[config.mk]
export PLATFORM = sky130hd
export DESIGN_NAME = bmask_unit
export DESIGN_NICKNAME = d
export VERILOG_FILES = /design/src/rtl/bmask_unit.sv
export SDC_FILE = /design/constraint.sdc
export NUM_CORES = 1
export LEC_CHECK = 0
export ABC_AREA = 1
export BUFFER_PORTS_ARGS = -buffer_cell sky130_fd_sc_hd__buf_2
export CORE_ASPECT_RATIO = 1.75
export CORE_MARGIN = 2
export CORE_UTILIZATION = 55
export DETAILED_ROUTE_END_ITERATION = 8
export PLACE_DENSITY = 0.74
export SLEW_MARGIN = 20
export SYNTH_ARGS = -nofsm -noshare
export SYNTH_HDL_FRONTEND = slang
export SYNTH_SLANG_ARGS = --single-unit
[constraint.sdc]
create_clock -name clk -period 4.16 [get_ports clk]
set_input_delay 0.208 -clock clk [delete_from_list [all_inputs] [get_ports clk]]
set_output_delay 0.208 -clock clk [all_outputs]
set_load 0.02 [all_outputs]
[src/rtl/bmask_unit.sv]
module bmask_unit #(
  parameter int WIDTH = 64
) (
  input  logic             clk,
  input  logic             rst,
  input  logic             in_valid,
  input  logic [WIDTH-1:0] src,
  input  logic [3:0]       ctrl,
  output logic [WIDTH-1:0] res,
  output logic             res_valid,
  output logic             illegal
);

  logic [WIDTH-1:0] opa, opb, sum, mask;
  logic [3:0]       lut;
  logic             reserved;

  assign opa      = ctrl[0] ? ~src : src;
  assign opb      = ctrl[1] ? WIDTH'(1) : {WIDTH{1'b1}};
  assign sum      = opa + opb;
  assign lut      = {ctrl[3], ctrl[2], ctrl[2], 1'b0};
  assign reserved = ~(ctrl[3] | ctrl[2]);

  for (genvar i = 0; i < WIDTH; i++) begin : g_sel
    assign mask[i] = lut[{src[i], sum[i]}];
  end

  always_ff @(posedge clk) begin
    if (rst) begin
      res       <= '0;
      res_valid <= 1'b0;
      illegal   <= 1'b0;
    end else begin
      res_valid <= in_valid;
      illegal   <= in_valid & reserved;
      if (in_valid) res <= reserved ? '0 : mask;
    end
  end

endmodule


==> flow_summary.json, run 1 <==
{
  "grt_overflow_total": 0,
  "async_flop_share_pct": 0,
  "sequentialPowerShare_pct": 20.1,
  "switchingPower_mw": 1.74,
  "via_per_inst": 5.46,
  "crit_fanout": 28,
  "postCtsSetupRepairBufs": 0,
  "synth.ff_latch_count": 66,
  "ys_seq_area_share_pct": 13.8,
  "ys_top_cells_by_area": "nand2_1 (22%), dfxtp_1 (14%), nor2_1 (11%)",
  "drc": 0,
  "ios": 137,
  "cp.required_ns": 4.45,
  "power_frac_clock_pct": 24.8,
  "areaGrowthSynthToFinish_pct": 13.3,
  "cts-root-buf": "clkbuf_16",
  "port_buffers": 136,
  "setup_viol": 0,
  "antenna_found_initial": 0,
  "placementRows": 63,
  "gp_congestion": 0.994,
  "p_leak_nw": 6.07,
  "whs_endpoint": "res_valid",
  "grt_pass1_wl_um": 56300,
  "r2r_end": "res[48]",
  "fp.dieH_um": 179,
  "path_clk_slew_ns": 0.06,
  "htreeDepth": 3,
  "detail-route-antenna-nets": 0,
  "routed.top_layer": "met4",
  "endpoint_kind": "register",
  "instances_no_fill": 2149,
  "fin_util_pct": 63.9,
  "fin_skew_ns": 0,
  "final_nets": 2049,
  "synthCells": 1796,
  "wl_met1_um": 12000,
  "wl_per_cell_um": 17.3,
  "worstRegToRegCells": 2,
  "crit_type": "primary input to register",
  "rrSetupSlack_ns": 3.32,
  "core_um2": 17000,
  "track_usage_pct": 39.6,
  "die_width_um": 104,
  "synthFlopType": "dfxtp_1",
  "grt_max_degree": 66,
  "pre_cts_ws_ns": 0.822,
  "timing.critical_path.from": "ctrl[0]",
  "fillers": 1768,
  "rr_startpoint": "res[48]",
  "dp_hpwl_um": 30000,
  "clock_path_buffers": 2,
  "synth.avg_cell_area_um2": 5.34,
  "intPower_mw": 1.87,
  "tightest_slew_ns": 0.708,
  "powerDensity_nw_per_um2": 332,
  "synth_top_cell_by_area": "nand2_1",
  "first_pass_iters": 5,
  "min_path_cells": 2,
  "fin_ws_ns": 1.13,
  "drt_iter0_markers": 697,
  "holdBufCountCts": 0,
  "yosysWarnings": 0,
  "clock.fmax_mhz": 330,
  "drive_gt1_share_pct": 10.7,
  "cp-start-kind": "primary input",
  "p_sw_share_pct": 48.1,
  "vias": 11700,
  "cts_tree": "built",
  "power_frac_comb_pct": 55.1,
  "slew_viol_final": 0,
  "fin_crit_ns": 3.03,
  "start_util_pct": 56.3,
  "placedCellCount": 2131,
  "clock_sinks": 66,
  "final.period_utilization_pct": 72.9,
  "grt_pass1_vias": 11400,
  "maxCapViolCount": 0,
  "cts.repair.resized": 0,
  "clk_latency_ns": 0.35,
  "ir_drop_mv": 0.187,
  "synth_nets": 1930,
  "max-slew-margin-rel_pct": 52.8,
  "die-area_um2": 18600,
  "met3WireLength_um": 1760,
  "hold_viol": 0,
  "synthesis.area_um2": 9590,
  "synth_edf_count": 0,
  "setup_tns_ns": 0,
  "synth.top_cell.area_share_pct": 22.4,
  "arrival_ns": 3.32,
  "ys_types": 36,
  "cts_buffers": 9,
  "holdCritPathClass": "primary input to register",
  "min-delay-start": "rst",
  "rsz0062_at_grt": "no",
  "status": "completed",
  "wl_um": 37100,
  "met2_wirelength_um": 19200
}
kinds of logic after synthesis:
family,after synthesis,synth area share [%]
buf+inv,273,10.7
flops,66,13.8
xor+xnor,97,9.01
fa+ha+maj,63,8.29
simple gates,1033,43.7
compound gates,264,14.5
cells in the mapped netlist, types with 6 or more instances:
cell type / instances
nor3_1: 8
o21ai_0: 121
o21ai_1: 15
clkbuf_1: 31
nand2_2: 8
ha_1: 62
or2_2: 16
xor2_1: 92
nand2_1: 572
o21a_1: 6
dfxtp_1: 66
buf_1: 9
a31oi_1: 18
inv_1: 226
nand3_1: 113
nor2_1: 291
nand3b_1: 7
o21bai_1: 8
a21oi_1: 92
power by group through the flow:
stage	registers (mW)	logic, mW	clock network, mW
floorplan	0.806	1.30	0
global placement	0.736	1.91	0
detailed placement	0.738	1.95	0
CTS	0.725	1.96	0.900
global route	0.731	2.20	0.913
finish	0.726	1.99	0.896
worst max-delay path by stage:
stage / endpoint
3_5_place_dp: res[36]
5_1_grt: res[36]
2_1_floorplan: res[56]
4_1_cts: res[36]
6_report: res[63]
3_3_place_gp: res[63]
routing by layer:
metal	GRT usage (%)	vias to the layer above
met5	0	-
met4	40.7	0
met3	4.91	189
met2	76.7	444
met1	33.4	5192
li1	-	5913
flip-flops by register name, indices dropped and copies added (netlist names):
signal     cells
res_valid      1
illegal        1
res           64
worst max-delay path, cell delays in order:
cell	delay [ns]
buf_4	0.40
buf_4	0.38
xor2_1	0.33
ha_1	0.39
nand2_1	0.14
nor2_1	0.31
inv_1	0.12
nor4_1	0.24
nand2_1	0.08
nand2_1	0.12
a21oi_1	0.08
nand2_1	0.10
nand2_1	0.05
nand2_1	0.07
nand3_1	0.06
nand2_1	0.09
nor2_1	0.05
nor2_1	0.07
area by class of cell:
cell class	instances	area [um^2]	area share, %
sequential	66	1320	12.2
timing repair buffer	149	821	7.55
antenna	2	5.00	0.0460
clock inverter	6	88.8	0.817
multi-input combinational	1457	7240	66.6
tap	227	284	2.61
clock buffer	10	239	2.20
inverter	232	871	8.01
stage by stage:
| step | instance area, um^2 | hold slack [ns] | power [mW] |
|---|---|---|---|
| detailed placement | 10500 | 0.403 | 2.68 |
| CTS | 10900 | 0.0375 | 3.58 |
| global route | 10900 | 0.0476 | 3.85 |
| finish | 10900 | 0.0426 | 3.61 |
| global placement | 10500 | 0.402 | 2.64 |
| floorplan | 9590 | 0.280 | 2.10 |
cells in the final DEF (no fill, tap or decap), drive strengths merged:
master	netlist	layout
clkinv	4	5
buf	10	149
nand3	117	117
dfxtp	66	66
nand4	2	2
nor2	296	296
and3	1	1
a21oi	93	93
inv	228	229
or2	16	16
nand3b	7	7
a21o	2	2
o21bai	8	8
clkinvlp	0	2
xnor2	3	3
fa	1	1
a31oi	18	18
a221oi	1	1
and2	2	2
nand2	580	580
xor2	94	94
clkbuf	31	10
bufinv	0	2
ha	62	62
o21ai	136	136
nor4	4	4
nor3	8	8
diode	0	2
o21a	6	6
(Power assumes the default switching activity.)
==> run 2: changes to the inputs <==
--- a/config.mk
+++ b/config.mk
@@ -5,13 +5,13 @@
 export SDC_FILE = /design/constraint.sdc
 export NUM_CORES = 1
 export LEC_CHECK = 0
-export ABC_AREA = 1
+export ABC_AREA = 0
 export BUFFER_PORTS_ARGS = -buffer_cell sky130_fd_sc_hd__buf_2
 export CORE_ASPECT_RATIO = 1.75
 export CORE_MARGIN = 2
 export CORE_UTILIZATION = 55
 export DETAILED_ROUTE_END_ITERATION = 8
-export PLACE_DENSITY = 0.74
+export PLACE_DENSITY = 0.75
 export SLEW_MARGIN = 20
 export SYNTH_ARGS = -nofsm -noshare
 export SYNTH_HDL_FRONTEND = slang
==> constraint.sdc (replaced) <==
create_clock -name clk -period 3.05 [get_ports clk]
set_input_delay 0.1525 -clock clk [delete_from_list [all_inputs] [get_ports clk]]
set_output_delay 0.1525 -clock clk [all_outputs]
set_load 0.02 [all_outputs]
==> flow_summary.json, run 2 <==
{
  "status": "complete, but fails checks",
  "violations": "negative setup slack",
  "vias": 10500,
  "htreeDepth": 3,
  "synthTopCellsByCount": "nor2_1 (124), nand2_1 (95), xor2_1 (86)",
  "placedCellCount": 1616,
  "clock.fmax_mhz": 323,
  "cts-root-buf": "clkbuf_16",
  "final_nets": 1596,
  "setup_viol": 5,
  "final_cell_mix": "buf_4 (274), buf_2 (132), nor2_1 (122), nand2_1 (93), xor2_1 (81)",
  "final_common_cell": "buf_4",
  "async_flop_share_pct": 0,
  "core_um2": 14900,
  "synth_top_cell_by_area": "dfxtp_1",
  "grt_overflow_total": 0,
  "powerDensity_nw_per_um2": 458,
  "dp_hpwl_um": 23200,
  "maxCapViolCount": 0,
  "synthCells": 1101,
  "largestRegisters": "res (64), illegal (1), res_valid (1)",
  "placementRows": 59,
  "cp_top_family": "compound AO/OA/AOI/OAI gates",
  "final.period_utilization_pct": 102,
  "clock_path_buffers": 2,
  "p_sw_share_pct": 42.1,
  "fin_util_pct": 82.3,
  "fin_skew_ns": 0,
  "path_cells": "buf_6 -> buf_12 -> xor2_1 -> ha_1 -> and3_4 -> nand3_1 -> o21bai_4 -> o211ai_2 -> nand4_1 -> a21o_1 -> buf_4 -> and2_4 -> o211ai_1 -> mux2_1 -> a211oi_2",
  "synth.ff_latch_count": 66,
  "synth.most_common_cell": "nor2_1",
  "fin_crit_ns": 3.10,
  "max-slew-margin-rel_pct": 42.4,
  "die-area_um2": 16400,
  "synthesis.area_um2": 8420,
  "timing.hold.ws_ns": 0.0976,
  "yosysWarnings": 0,
  "endpoint_kind": "register",
  "top_register": "res",
  "start_util_pct": 56.5,
  "drc": 0,
  "cp-start-kind": "primary input",
  "die_width_um": 97.5,
  "instances_no_fill": 1652,
  "grt_pass1_vias": 10200,
  "cp.buffers_inverters": 3,
  "power_frac_clock_pct": 19.7,
  "crit_type": "primary input to register",
  "clk_latency_ns": 0.35,
  "arrival_ns": 3.37,
  "wl_per_cell_um": 20.5,
  "first_pass_iters": 8,
  "drt_iter0_markers": 543,
  "fp.dieH_um": 168,
  "rsz0062_at_grt": "yes",
  "ys_seq_area_share_pct": 15.7,
  "gp_congestion": 1.01,
  "intPower_mw": 3.25,
  "fillers": 946,
  "areaGrowthSynthToFinish_pct": 45.7,
  "slew_viol_final": 0,
  "ys_top_cells_by_area": "dfxtp_1 (16%), ha_1 (9.2%), xor2_1 (8.9%)",
  "tightest_slew_ns": 0.865,
  "fin_ws_ns": -0.0501,
  "cts_tree": "built",
  "grt_max_degree": 69,
  "cpMaxStageDelayCell": "ha_1",
  "critPathMaxStageDelay_ns": 0.39,
  "clock_sinks": 66,
  "sequentialPowerShare_pct": 17.8,
  "hold_viol": 0,
  "synth_edf_count": 0,
  "drive_gt1_share_pct": 40.0,
  "fin_total_pwr_mw": 5.62,
  "switchingPower_mw": 2.37,
  "synth_nets": 1235,
  "port_buffers": 136,
  "p_leak_nw": 5.74,
  "antenna_found_initial": 2,
  "detail-route-antenna-nets": 0,
  "holdCritPathClass": "primary input to register",
  "crit_fanout": 8,
  "largest_register_ffs": 64,
  "wl_um": 33800,
  "ir_drop_mv": 0.313,
  "synth.avg_cell_area_um2": 7.65,
  "cts_buffers": 9,
  "synthFlopType": "dfxtp_1",
  "cp.required_ns": 3.32,
  "track_usage_pct": 36.0,
  "ys_types": 72,
  "grt_pass1_wl_um": 48200,
  "path_clk_slew_ns": 0.07,
  "power_frac_comb_pct": 62.5,
  "via_per_inst": 6.33,
  "synth.top_cell.area_share_pct": 15.7,
  "ios": 137
}
run 2: cell types whose count changed after synthesis, sizes merged, moves of 40 or more:
cell / change
a211oi: +49
a21o: +40
inv: -215
mux2i: +59
nand2: -483
nand3: -90
nor2: -172
o21ai: -101
run 2: tightest hold or removal path, delay by kind of cell:
kind            cells  cell delay [ns]
compound gates      1             0.07
simple gates        1             0.06
buf+inv             1             0.12
run 2: logic make-up after synthesis:
kind of cell / share of synthesized area, %
xor gates and xnor gates: 12.2
DFF: 15.7
adders and majority gates: 9.45
buffers and inverters: 3.95
AOI/OAI and AO/OA: 29.0
and+or+nand+nor: 19.3
muxes: 10.4
run 2: power groups by stage:
stage | clock, mW | combinational, mW | sequential [mW]
2_1_floorplan | 0 | 1.69 | 1.12
3_3_place_gp | 0 | 3.04 | 1.01
3_5_place_dp | 0 | 3.09 | 1.02
4_1_cts | 1.10 | 3.14 | 0.997
5_1_grt | 1.14 | 3.74 | 1.01
6_report | 1.11 | 3.51 | 0.998
run 2: metal layers:
layer  GRT usage, %  vias to the layer above  wire (um)
met5              0                        -          0
met4           25.8                        0       3100
met3           4.09                      246       1650
met2           69.6                      540      18000
met1           34.3                     4899      11100
li1               -                     4773          -
run 2: through the flow:
stage / instance area [um^2] / worst slack [ns] / TNS, ns
after floorplan: 8430 / -0.656 / -16.99
after global placement: 11200 / -0.427 / -7.52
after detailed placement: 11200 / -0.465 / -9.73
after CTS: 11500 / -0.00748 / -0.00748
after global routing: 12300 / -0.360 / -2.45
final: 12300 / -0.0501 / -0.155
run 2: cell type report:
cell class / instances / area (um^2) / area share [%]
Timing Repair Buffer: 423 / 3040 / 24.8
Multi-Input combinational cell: 949 / 7320 / 59.7
Clock buffer: 9 / 225 / 1.84
Sequential cell: 66 / 1320 / 10.8
Antenna cell: 2 / 5.00 / 0.0408
Tap cell: 183 / 229 / 1.87
Inverter: 13 / 52.6 / 0.428
Clock inverter: 7 / 70.1 / 0.571
run 2: what timing repair did:
action,4_1_cts,5_1_grt
gates resized for setup,10,106
hold buffers,0,0
pin swaps,3,52
endpoints found under the setup margin,11,33
cloned,0,4
buffers inserted,3,12
endpoints found under the hold margin,0,0
run 2: path summary, 6_finish.rpt:
kind / cells after the start / start / endpoint / slack, ns
max: 15 / ctrl[0] / res[53] / -0.05
min: 3 / src[26] / res[26] / 0.1
max reg2reg: 2 / res[54] / res[54] / 2.26
min reg2reg: 2 / res[23] / res[23] / 0.48
==> run 3: changes to the inputs <==
--- a/config.mk
+++ b/config.mk
@@ -8,10 +8,11 @@
 export ABC_AREA = 0
 export BUFFER_PORTS_ARGS = -buffer_cell sky130_fd_sc_hd__buf_2
 export CORE_ASPECT_RATIO = 1.75
-export CORE_MARGIN = 2
+export CORE_MARGIN = 8
 export CORE_UTILIZATION = 55
 export DETAILED_ROUTE_END_ITERATION = 8
-export PLACE_DENSITY = 0.75
+export MAX_ROUTING_LAYER = met4
+export PLACE_DENSITY_LB_ADDON = 0.1
 export SLEW_MARGIN = 20
 export SYNTH_ARGS = -nofsm -noshare
 export SYNTH_HDL_FRONTEND = slang
==> flow_summary.json, run 3 (same netlist as run 2, synthesis figures left out) <==
{
  "pre_cts_ws_ns": -0.614,
  "cp_common_cell": "a31oi_4",
  "whs_endpoint": "res[24]",
  "die_width_um": 110,
  "drc": 0,
  "clk_latency_ns": 0.33,
  "endpoint_kind": "register",
  "rrSetupSlack_ns": 2.21,
  "grt_pass1_wl_um": 48700,
  "final_common_cell": "buf_4",
  "timing.hold.ws_ns": 0.111,
  "ios": 137,
  "critPathMaxStageDelay_ns": 0.38,
  "placed_cell_area_um2": 11200,
  "clock_path_buffers": 2,
  "detail-route-antenna-nets": 0,
  "cpMaxStageDelayCell": "fa_2",
  "maxCapViolCount": 0,
  "cp-start-kind": "primary input",
  "max-slew-margin-rel_pct": 50.1,
  "first_pass_iters": 5,
  "cts-root-buf": "clkbuf_16",
  "p_leak_nw": 5.70,
  "fin_skew_ns": 0,
  "arrival_ns": 3.27,
  "grt_pass1_vias": 10100,
  "ir_drop_mv": 0.317,
  "setup_viol": 0,
  "port_buffers": 136,
  "largestRegisters": "res (64), illegal (1), res_valid (1)",
  "tightest_slew_ns": 0.749,
  "start_util_pct": 55.5,
  "grt_max_degree": 53,
  "status": "completed",
  "final_cell_area_um2": 12100,
  "antenna_found_initial": 0,
  "min-delay-start": "src[24]",
  "die-area_um2": 19700,
  "setup_tns_ns": 0,
  "fin_ws_ns": 0.0297,
  "final.period_utilization_pct": 99.0,
  "path_clk_slew_ns": 0.07,
  "wl_um": 32200,
  "placementRows": 60,
  "final_nets": 1598,
  "path_cells": "buf_8 -> clkinvlp_4 -> buf_12 -> clkbuf_16 -> fa_2 -> a21o_1 -> a221oi_4 -> o211ai_2 -> a21o_4 -> a31oi_4 -> o31ai_4 -> a31oi_4 -> xor2_2 -> mux2_4 -> a211oi_2",
  "areaGrowthSynthToFinish_pct": 43.4,
  "top_register": "res",
  "holdBufCountCts": 0,
  "dp_hpwl_um": 24700,
  "fin_crit_ns": 3.02,
  "rsz0062_at_grt": "yes",
  "gp_congestion": 0.999,
  "drt_iter0_markers": 501,
  "fp.dieH_um": 180,
  "track_usage_pct": 31.8,
  "crit_type": "primary input to register",
  "grt_overflow_total": 0,
  "rr_startpoint": "res[2]",
  "clock.fmax_mhz": 331,
  "powerDensity_nw_per_um2": 451,
  "via_per_inst": 5.98,
  "crit_fanout": 7,
  "largest_register_ffs": 64,
  "min_path_cells": 3,
  "wl_per_cell_um": 19.5,
  "fin_util_pct": 79.6,
  "htreeDepth": 3,
  "cts_tree": "built",
  "drive_gt1_share_pct": 38.2,
  "worstRegToRegCells": 2,
  "r2r_end": "res[2]",
  "core_um2": 15200,
  "holdCritPathClass": "primary input to register",
  "clock_sinks": 66,
  "hold_viol": 0,
  "slew_viol_final": 0,
  "cp.required_ns": 3.30,
  "vias": 9893,
  "final_cell_mix": "buf_4 (275), buf_2 (132), nor2_1 (123), nand2_1 (94), xor2_1 (82)",
  "cts_buffers": 9
}
## run 3: timing repair
item,4_1_cts,5_1_grt
buffers inserted,3,6
hold endpoints to repair,0,0
endpoints found under the setup margin,13,31
pin swaps,5,35
gates cloned,0,3
resized for setup,15,68
## run 3: how the worst max path moves through the flow
| stage | from | endpoint | cells past startpoint |
|---|---|---|---|
| 6_report | ctrl[1] | res[50] | 15 |
| 2_1_floorplan | ctrl[1] | res[48] | 12 |
| 3_5_place_dp | ctrl[0] | res[62] | 16 |
| 4_1_cts | ctrl[0] | res[50] | 14 |
| 5_1_grt | ctrl[0] | res[48] | 16 |
| 3_3_place_gp | ctrl[0] | res[62] | 16 |
## run 3: metal layers
metal / routed length, um / vias up / part of all wire, % / track usage [%]
met1: 11100 / 4677 / 34 / 28.0
li1: - / 4771 / - / -
met3: 1030 / 140 / 3.2 / 3.37
met5: 0 / - / 0 / -
met2: 18100 / 305 / 56 / 60.8
met4: 1960 / 0 / 6.1 / 19.7
## run 3: stage by stage
step	power, mW	std cells
after floorplan	2.82	1101
final	5.44	1655
after global placement	4.07	1627
after detailed placement	4.11	1627
after global routing	5.73	1654
after CTS	5.27	1645
## run 3: critical path: cells and delay by family
| kind | cells | cell delay (ns) |
|---|---|---|
| AO/OA/AOI/OAI | 8 | 1.71 |
| XOR/XNOR | 1 | 0.17 |
| adder cells (fa/ha/maj) | 1 | 0.38 |
| buffers and inverters | 4 | 0.52 |
| multiplexers | 1 | 0.32 |
## run 3: layout make-up
type                       instances  area (um^2)
sequential                        66         1320
timing repair buffer             425         3040
clock buffer                      10          239
multi-input combinational        949         7120
antenna                            1         2.50
fill                            1121         3090
clock inverter                     5         55.1
inverter                          13         52.6
tap                              186          233
## run 3: power by group
part	switching, mW	leakage, nW	internal (mW)
sequential	0.0481	0.547	0.952
combinational	1.75	5.01	1.58
clock	0.463	0.140	0.650
